<file path="config.mk">
export PLATFORM = sky130hd
export DESIGN_NAME = gshare_predictor
export DESIGN_NICKNAME = d
export VERILOG_FILES = /design/src/rtl/gshare_pkg.sv /design/src/rtl/gshare_hist.sv /design/src/rtl/gshare_index.sv /design/src/rtl/gshare_table.sv /design/src/rtl/gshare_predictor.sv
export SDC_FILE = /design/constraint.sdc
export NUM_CORES = 1
export LEC_CHECK = 0
export BUFFER_PORTS_ARGS = -buffer_cell sky130_fd_sc_hd__buf_2
export CAP_MARGIN = 30
export CORE_UTILIZATION = 30
export CTS_BUF_LIST = sky130_fd_sc_hd__clkbuf_2
export DETAILED_ROUTE_END_ITERATION = 8
export PLACE_DENSITY = 0.52
export SLEW_MARGIN = 0
export SYNTH_ARGS = -nofsm -noshare
export SYNTH_HDL_FRONTEND = slang
export SYNTH_SLANG_ARGS = --single-unit
</file>
<file path="constraint.sdc">
create_clock -name clk -period 3.7 [get_ports clk]
set_clock_uncertainty 0.2 [all_clocks]
set_input_delay 0.555 -clock clk [delete_from_list [all_inputs] [get_ports clk]]
set_output_delay 0.555 -clock clk [all_outputs]
set_load 0.005 [all_outputs]
</file>
<file path="src/rtl/gshare_pkg.sv">
package gshare_pkg;
  typedef logic [1:0] ctr_t;

  localparam ctr_t CTR_INIT = 2'd2;
  localparam ctr_t CTR_MAX  = 2'd3;
  localparam ctr_t CTR_MIN  = 2'd0;

  function automatic ctr_t ctr_step(input ctr_t c, input logic tk);
    if (tk) return (c == CTR_MAX) ? c : ctr_t'(c + 2'd1);
    else    return (c == CTR_MIN) ? c : ctr_t'(c - 2'd1);
  endfunction

  function automatic logic ctr_dir(input ctr_t c);
    return c[1];
  endfunction
endpackage

</file>
<file path="src/rtl/gshare_hist.sv">
module gshare_hist #(
  parameter int IDX_W  = 6,
  parameter int HIST_W = 6
) (
  input  logic             clk,
  input  logic             rst_n,
  input  logic             shift_en,
  input  logic             shift_bit,
  output logic [IDX_W-1:0] mix
);
  generate
    if (HIST_W == 0) begin : g_none
      logic unused_hist;
      assign unused_hist = ^{clk, rst_n, shift_en, shift_bit};
      assign mix = '0;
    end else begin : g_reg
      logic [HIST_W-1:0] h;
      always_ff @(posedge clk) begin
        if (!rst_n)        h <= '0;
        else if (shift_en) h <= {h[HIST_W-2 >= 0 ? HIST_W-2 : 0 : 0] & {(HIST_W > 1 ? HIST_W-1 : 1){HIST_W > 1}}, shift_bit} >> 0;
      end
      always_comb begin
        mix = '0;
        mix[HIST_W-1:0] = h;
      end

      p_newbit_r5: assert property (@(posedge clk) disable iff (!rst_n)
        shift_en |=> h[0] == $past(shift_bit));
      p_keep_r5: assert property (@(posedge clk) disable iff (!rst_n)
        !shift_en |=> $stable(h));
      if (HIST_W > 1) begin : g_chk
        p_shift_r5: assert property (@(posedge clk) disable iff (!rst_n)
          shift_en |=> h[HIST_W-1:1] == $past(h[HIST_W-2:0]));
      end
    end
  endgenerate
endmodule

</file>
<file path="src/rtl/gshare_index.sv">
module gshare_index #(
  parameter int IDX_W = 6
) (
  input  logic [IDX_W-1:0] pc_word,
  input  logic [IDX_W-1:0] mix,
  output logic [IDX_W-1:0] idx
);
  assign idx = pc_word ^ mix;
endmodule

</file>
<file path="src/rtl/gshare_table.sv">
module gshare_table
  import gshare_pkg::*;
#(
  parameter int IDX_W = 6
) (
  input  logic             clk,
  input  logic             rst_n,
  input  logic [IDX_W-1:0] rd_idx,
  output ctr_t             rd_ctr,
  input  logic             wr_en,
  input  logic [IDX_W-1:0] wr_idx,
  input  logic             wr_taken
);
  localparam int DEPTH = 1 << IDX_W;

  ctr_t mem [DEPTH];

  always_ff @(posedge clk) begin
    if (!rst_n) begin
      for (int i = 0; i < DEPTH; i++) mem[i] <= CTR_INIT;
    end else if (wr_en) begin
      mem[wr_idx] <= ctr_step(mem[wr_idx], wr_taken);
    end
  end

  assign rd_ctr = mem[rd_idx];

  p_sat_hi_r3: assert property (@(posedge clk) disable iff (!rst_n)
    (wr_en && wr_taken && mem[wr_idx] == CTR_MAX) |=> mem[$past(wr_idx)] == CTR_MAX);
  p_sat_lo_r3: assert property (@(posedge clk) disable iff (!rst_n)
    (wr_en && !wr_taken && mem[wr_idx] == CTR_MIN) |=> mem[$past(wr_idx)] == CTR_MIN);
  p_inc_r3: assert property (@(posedge clk) disable iff (!rst_n)
    (wr_en && wr_taken && mem[wr_idx] != CTR_MAX)
      |=> mem[$past(wr_idx)] == ctr_t'($past(mem[wr_idx]) + 2'd1));
  p_dec_r3: assert property (@(posedge clk) disable iff (!rst_n)
    (wr_en && !wr_taken && mem[wr_idx] != CTR_MIN)
      |=> mem[$past(wr_idx)] == ctr_t'($past(mem[wr_idx]) - 2'd1));
endmodule

</file>
<file path="src/rtl/gshare_predictor.sv">
module gshare_predictor
  import gshare_pkg::*;
#(
  parameter int PC_W   = 32,
  parameter int IDX_W  = 6,
  parameter int HIST_W = 6
) (
  input  logic             clk,
  input  logic             rst_n,
  input  logic             req_valid,
  output logic             req_ready,
  input  logic [PC_W-1:0]  req_pc,
  output logic             rsp_valid,
  input  logic             rsp_ready,
  output logic             rsp_taken,
  output logic [IDX_W-1:0] rsp_idx,
  input  logic             upd_valid,
  output logic             upd_ready,
  input  logic [IDX_W-1:0] upd_idx,
  input  logic             upd_taken
);
  logic [IDX_W-1:0] hist_mix;
  logic [IDX_W-1:0] look_idx;
  logic [IDX_W-1:0] pc_word;
  ctr_t             look_ctr;
  logic             req_fire;
  logic             unused_pc;

  assign pc_word   = req_pc[IDX_W+1:2];
  assign unused_pc = ^{req_pc[PC_W-1:IDX_W+2], req_pc[1:0]};
  assign req_ready = !rsp_valid || rsp_ready;
  assign req_fire  = req_valid && req_ready;
  assign upd_ready = 1'b1;

  gshare_hist #(.IDX_W(IDX_W), .HIST_W(HIST_W)) u_hist (
    .clk(clk), .rst_n(rst_n), .shift_en(upd_valid), .shift_bit(upd_taken), .mix(hist_mix)
  );

  gshare_index #(.IDX_W(IDX_W)) u_index (
    .pc_word(pc_word), .mix(hist_mix), .idx(look_idx)
  );

  gshare_table #(.IDX_W(IDX_W)) u_table (
    .clk(clk), .rst_n(rst_n), .rd_idx(look_idx), .rd_ctr(look_ctr),
    .wr_en(upd_valid), .wr_idx(upd_idx), .wr_taken(upd_taken)
  );

  always_ff @(posedge clk) begin
    if (!rst_n) begin
      rsp_valid <= 1'b0;
      rsp_taken <= 1'b0;
      rsp_idx   <= '0;
    end else if (req_fire) begin
      rsp_valid <= 1'b1;
      rsp_taken <= ctr_dir(look_ctr);
      rsp_idx   <= look_idx;
    end else if (rsp_ready) begin
      rsp_valid <= 1'b0;
    end
  end

  p_hold_r8: assert property (@(posedge clk) disable iff (!rst_n)
    (rsp_valid && !rsp_ready) |=> rsp_valid && $stable(rsp_idx) && $stable(rsp_taken));
  p_block_r8: assert property (@(posedge clk) disable iff (!rst_n)
    (rsp_valid && !rsp_ready) |-> !req_ready);
  p_idx_r4: assert property (@(posedge clk) disable iff (!rst_n)
    req_fire |=> rsp_idx == ($past(req_pc[IDX_W+1:2]) ^ $past(hist_mix)));
  p_upd_ready_r9: assert property (@(posedge clk) disable iff (!rst_n)
    upd_ready);
endmodule

</file>
==> results.sh <==
export IMPL_outcome="complete, no violations"
export IMPL_dieWidth_um=163
export IMPL_slew_violations=0
export IMPL_power_leakage_nw=2.89
export IMPL_grt_overflow_total=0
export IMPL_cap_violations=0
export IMPL_crit_fanout=32
export IMPL_drt_met1_wl_mm=9.43
export IMPL_top_layer_used="met4"
export IMPL_hold_viol_final=0
export IMPL_ctsHoldBuffers=4
export IMPL_post_dp_hpwl_mm=15.0
export IMPL_cp_arrival_ps=3230
export IMPL_routed_wl_mm=21.3
export IMPL_io_pins=54
export IMPL_holdPathStages=3
export IMPL_grt_usage=0.169
export IMPL_layout_commonest_cell="edfxtp_1"
export IMPL_path_clk_slew_ps=220
export IMPL_post_cts_setup_buffer_count=0
export IMPL_async_flop_share=0
export IMPL_dieArea_um2=26500
export IMPL_fin_crit_sh=0.801
export IMPL_worst_slew_pin_slew_ps=876
export IMPL_synth_edf_count=128
export IMPL_postCtsResizedCells=0
export IMPL_synth_ff_type="edfxtp_1"
export IMPL_grt_pass1_vias=5541
export IMPL_reg2reg_slack_ps=740
export IMPL_required_ps=3960
export IMPL_core_area_um2=25300
export IMPL_min_from="upd_valid"
export IMPL_r2r_cells=7
export IMPL_die_h_um=163
export IMPL_routed_via_density=5.20
export IMPL_final_setup_tns_ps=0
export IMPL_syn_area_um2=7740
export IMPL_fmax_mhz=337
export IMPL_vias=5535
export IMPL_syn_inst=685
export IMPL_drt_first_pass_iters=4
export IMPL_start_util=0.307
export IMPL_cts_tree="built"
export IMPL_gp_congestion=0.788
export IMPL_nFillCells=2517
export IMPL_portBuffers=26
export IMPL_reg2reg_to="u_table.mem[40][1]"
export IMPL_cts_root_buf="clkbuf_2"
export IMPL_period_minus_slack_ps=2960
export IMPL_clock_sinks=142
export IMPL_rsz0062_at_grt="no"
export IMPL_irDropWorstVdd_v=0.000177
export IMPL_area_delta_synth_final_pct=12.4
export IMPL_yosys_warnings=0
export IMPL_cp_start_kind="flop"
export IMPL_ys_ff_latch=142
export IMPL_hp_class="in2reg"
export IMPL_cts_made_buffers=17
export IMPL_p_per_area_nw_per_um2=380
export IMPL_h_tree_depth=4
export IMPL_whs_endpoint="u_hist.mix[0]"
export IMPL_placed_cell_area_um2=8390
export IMPL_reg2reg_from="u_table.mem[3][1]"
export IMPL_nets=764
export IMPL_grt_pass1_wl_mm=32.8
export IMPL_seq_area_frac_synth=0.533
export IMPL_synth_distinct_cells=56
export IMPL_clock_path_buffers=2
export IMPL_final_layout_size_suffix_gt1_frac=0.235
export IMPL_dr_first_iter_drc_count=545
export IMPL_wl_per_cell_um=20.0
export IMPL_synth_fp_nets=729
export IMPL_slew_headroom=0.416
export IMPL_rows=58
export IMPL_postLayoutCellArea_um2=8700
export IMPL_setup_viol=0
export IMPL_end_kind="flop"
export IMPL_layout_common_cells="edfxtp_1, nand2_1, nand3_1"
export IMPL_clock_latency_ps=720
export IMPL_crit_type="reg2reg"
export IMPL_grt_start_max_net_pins=80
export IMPL_drc=0
export IMPL_syn_avg_cell_area_um2=11.3
export IMPL_antenna_found_initial=1
export IMPL_postRouteAntennaNets=0
export IMPL_route_met3_wl_mm=1.09
export IMPL_wl_met2_mm=10.3
export IMPL_fin_util=0.345
==> logic make-up after synthesis <==
| logic type | synth area share |
|---|---|
| AO/OA/AOI/OAI | 0.0574 |
| multiplexers | 0.144 |
| AND/OR/NAND/NOR | 0.196 |
| adder cells (fa/ha/maj) | 0.00275 |
| other | 0.000484 |
| XOR/XNOR | 0.0102 |
| buffers and inverters | 0.0558 |
| flip-flops | 0.533 |
==> synth_stat cells (9+ instances only) <==
library cell / count / area share
mux2i_1: 30 / 0.039
clkbuf_1: 36 / 0.017
a22oi_1: 10 / 0.0097
nor3_1: 21 / 0.014
buf_2: 9 / 0.0058
nand2_1: 116 / 0.056
dfxtp_1: 14 / 0.036
edfxtp_1: 128 / 0.50
nor2b_1: 12 / 0.0097
mux2_2: 12 / 0.017
mux4_2: 28 / 0.081
o21ai_0: 24 / 0.016
buf_6: 10 / 0.015
nand3_1: 76 / 0.049
nor2_1: 57 / 0.028
==> state kept, by name, indices dropped and copies added, names as in the netlist <==
register     count
u_table.mem    128
rsp_idx          6
u_hist.mix       6
rsp_taken        1
rsp_valid        1
==> through the flow <==
step	power (W)	hold slack, ps	cells	setup WS (ps)
after global placement	0.00232	265	1027	176
after global routing	0.00343	3.62	1064	653
after detailed placement	0.00233	268	1027	157
final	0.00331	76.3	1064	737
after floorplan	0.00218	265	685	661
after CTS	0.00334	0.606	1063	735
==> routing by layer <==
layer  global-route usage  vias up
met5                    0        -
met4               0.0565        0
met3               0.0357       30
met2                0.287      166
met1                0.214     2741
li1                     -     2598
==> critical path: stages, from the launching register on <==
cell      delay [ps]
edfxtp_1         470
mux4_1           510
mux2_2           300
a22o_1           250
nor4_2           330
maj3_2           340
buf_12           210
nand3_1           90
==> cell type report <==
| cell class | count | area (um^2) | area share |
|---|---|---|---|
| antenna | 1 | 2.50 | 0.000288 |
| clock buffer | 19 | 95.1 | 0.0109 |
| multi-input combinational | 473 | 3230 | 0.371 |
| tap | 330 | 413 | 0.0475 |
| timing repair buffer | 83 | 656 | 0.0754 |
| clock inverter | 13 | 171 | 0.0197 |
| sequential | 142 | 4120 | 0.474 |
| inverter | 3 | 11.3 | 0.00129 |
==> how the worst max path moves through the flow <==
stage,from,to,cells after the start
2_1_floorplan,upd_idx[1],u_table.mem[14][1],9
3_3_place_gp,upd_idx[2],u_table.mem[35][0],10
3_5_place_dp,upd_idx[2],u_table.mem[34][0],10
4_1_cts,u_table.mem[3][1],u_table.mem[39][0],7
5_1_grt,u_table.mem[3][1],u_table.mem[45][1],7
6_report,u_table.mem[3][1],u_table.mem[40][1],7
==> power by group <==
part	switching [W]	total, W	internal (W)	leakage (nW)
sequential	0.0000148	0.00179	0.00178	1.22
clock	0.000578	0.00102	0.000441	0.159
combinational	0.000314	0.000498	0.000184	1.51
total	0.000907	0.00331	0.00240	2.89
Note: power is estimated with default switching activity, not from simulation.
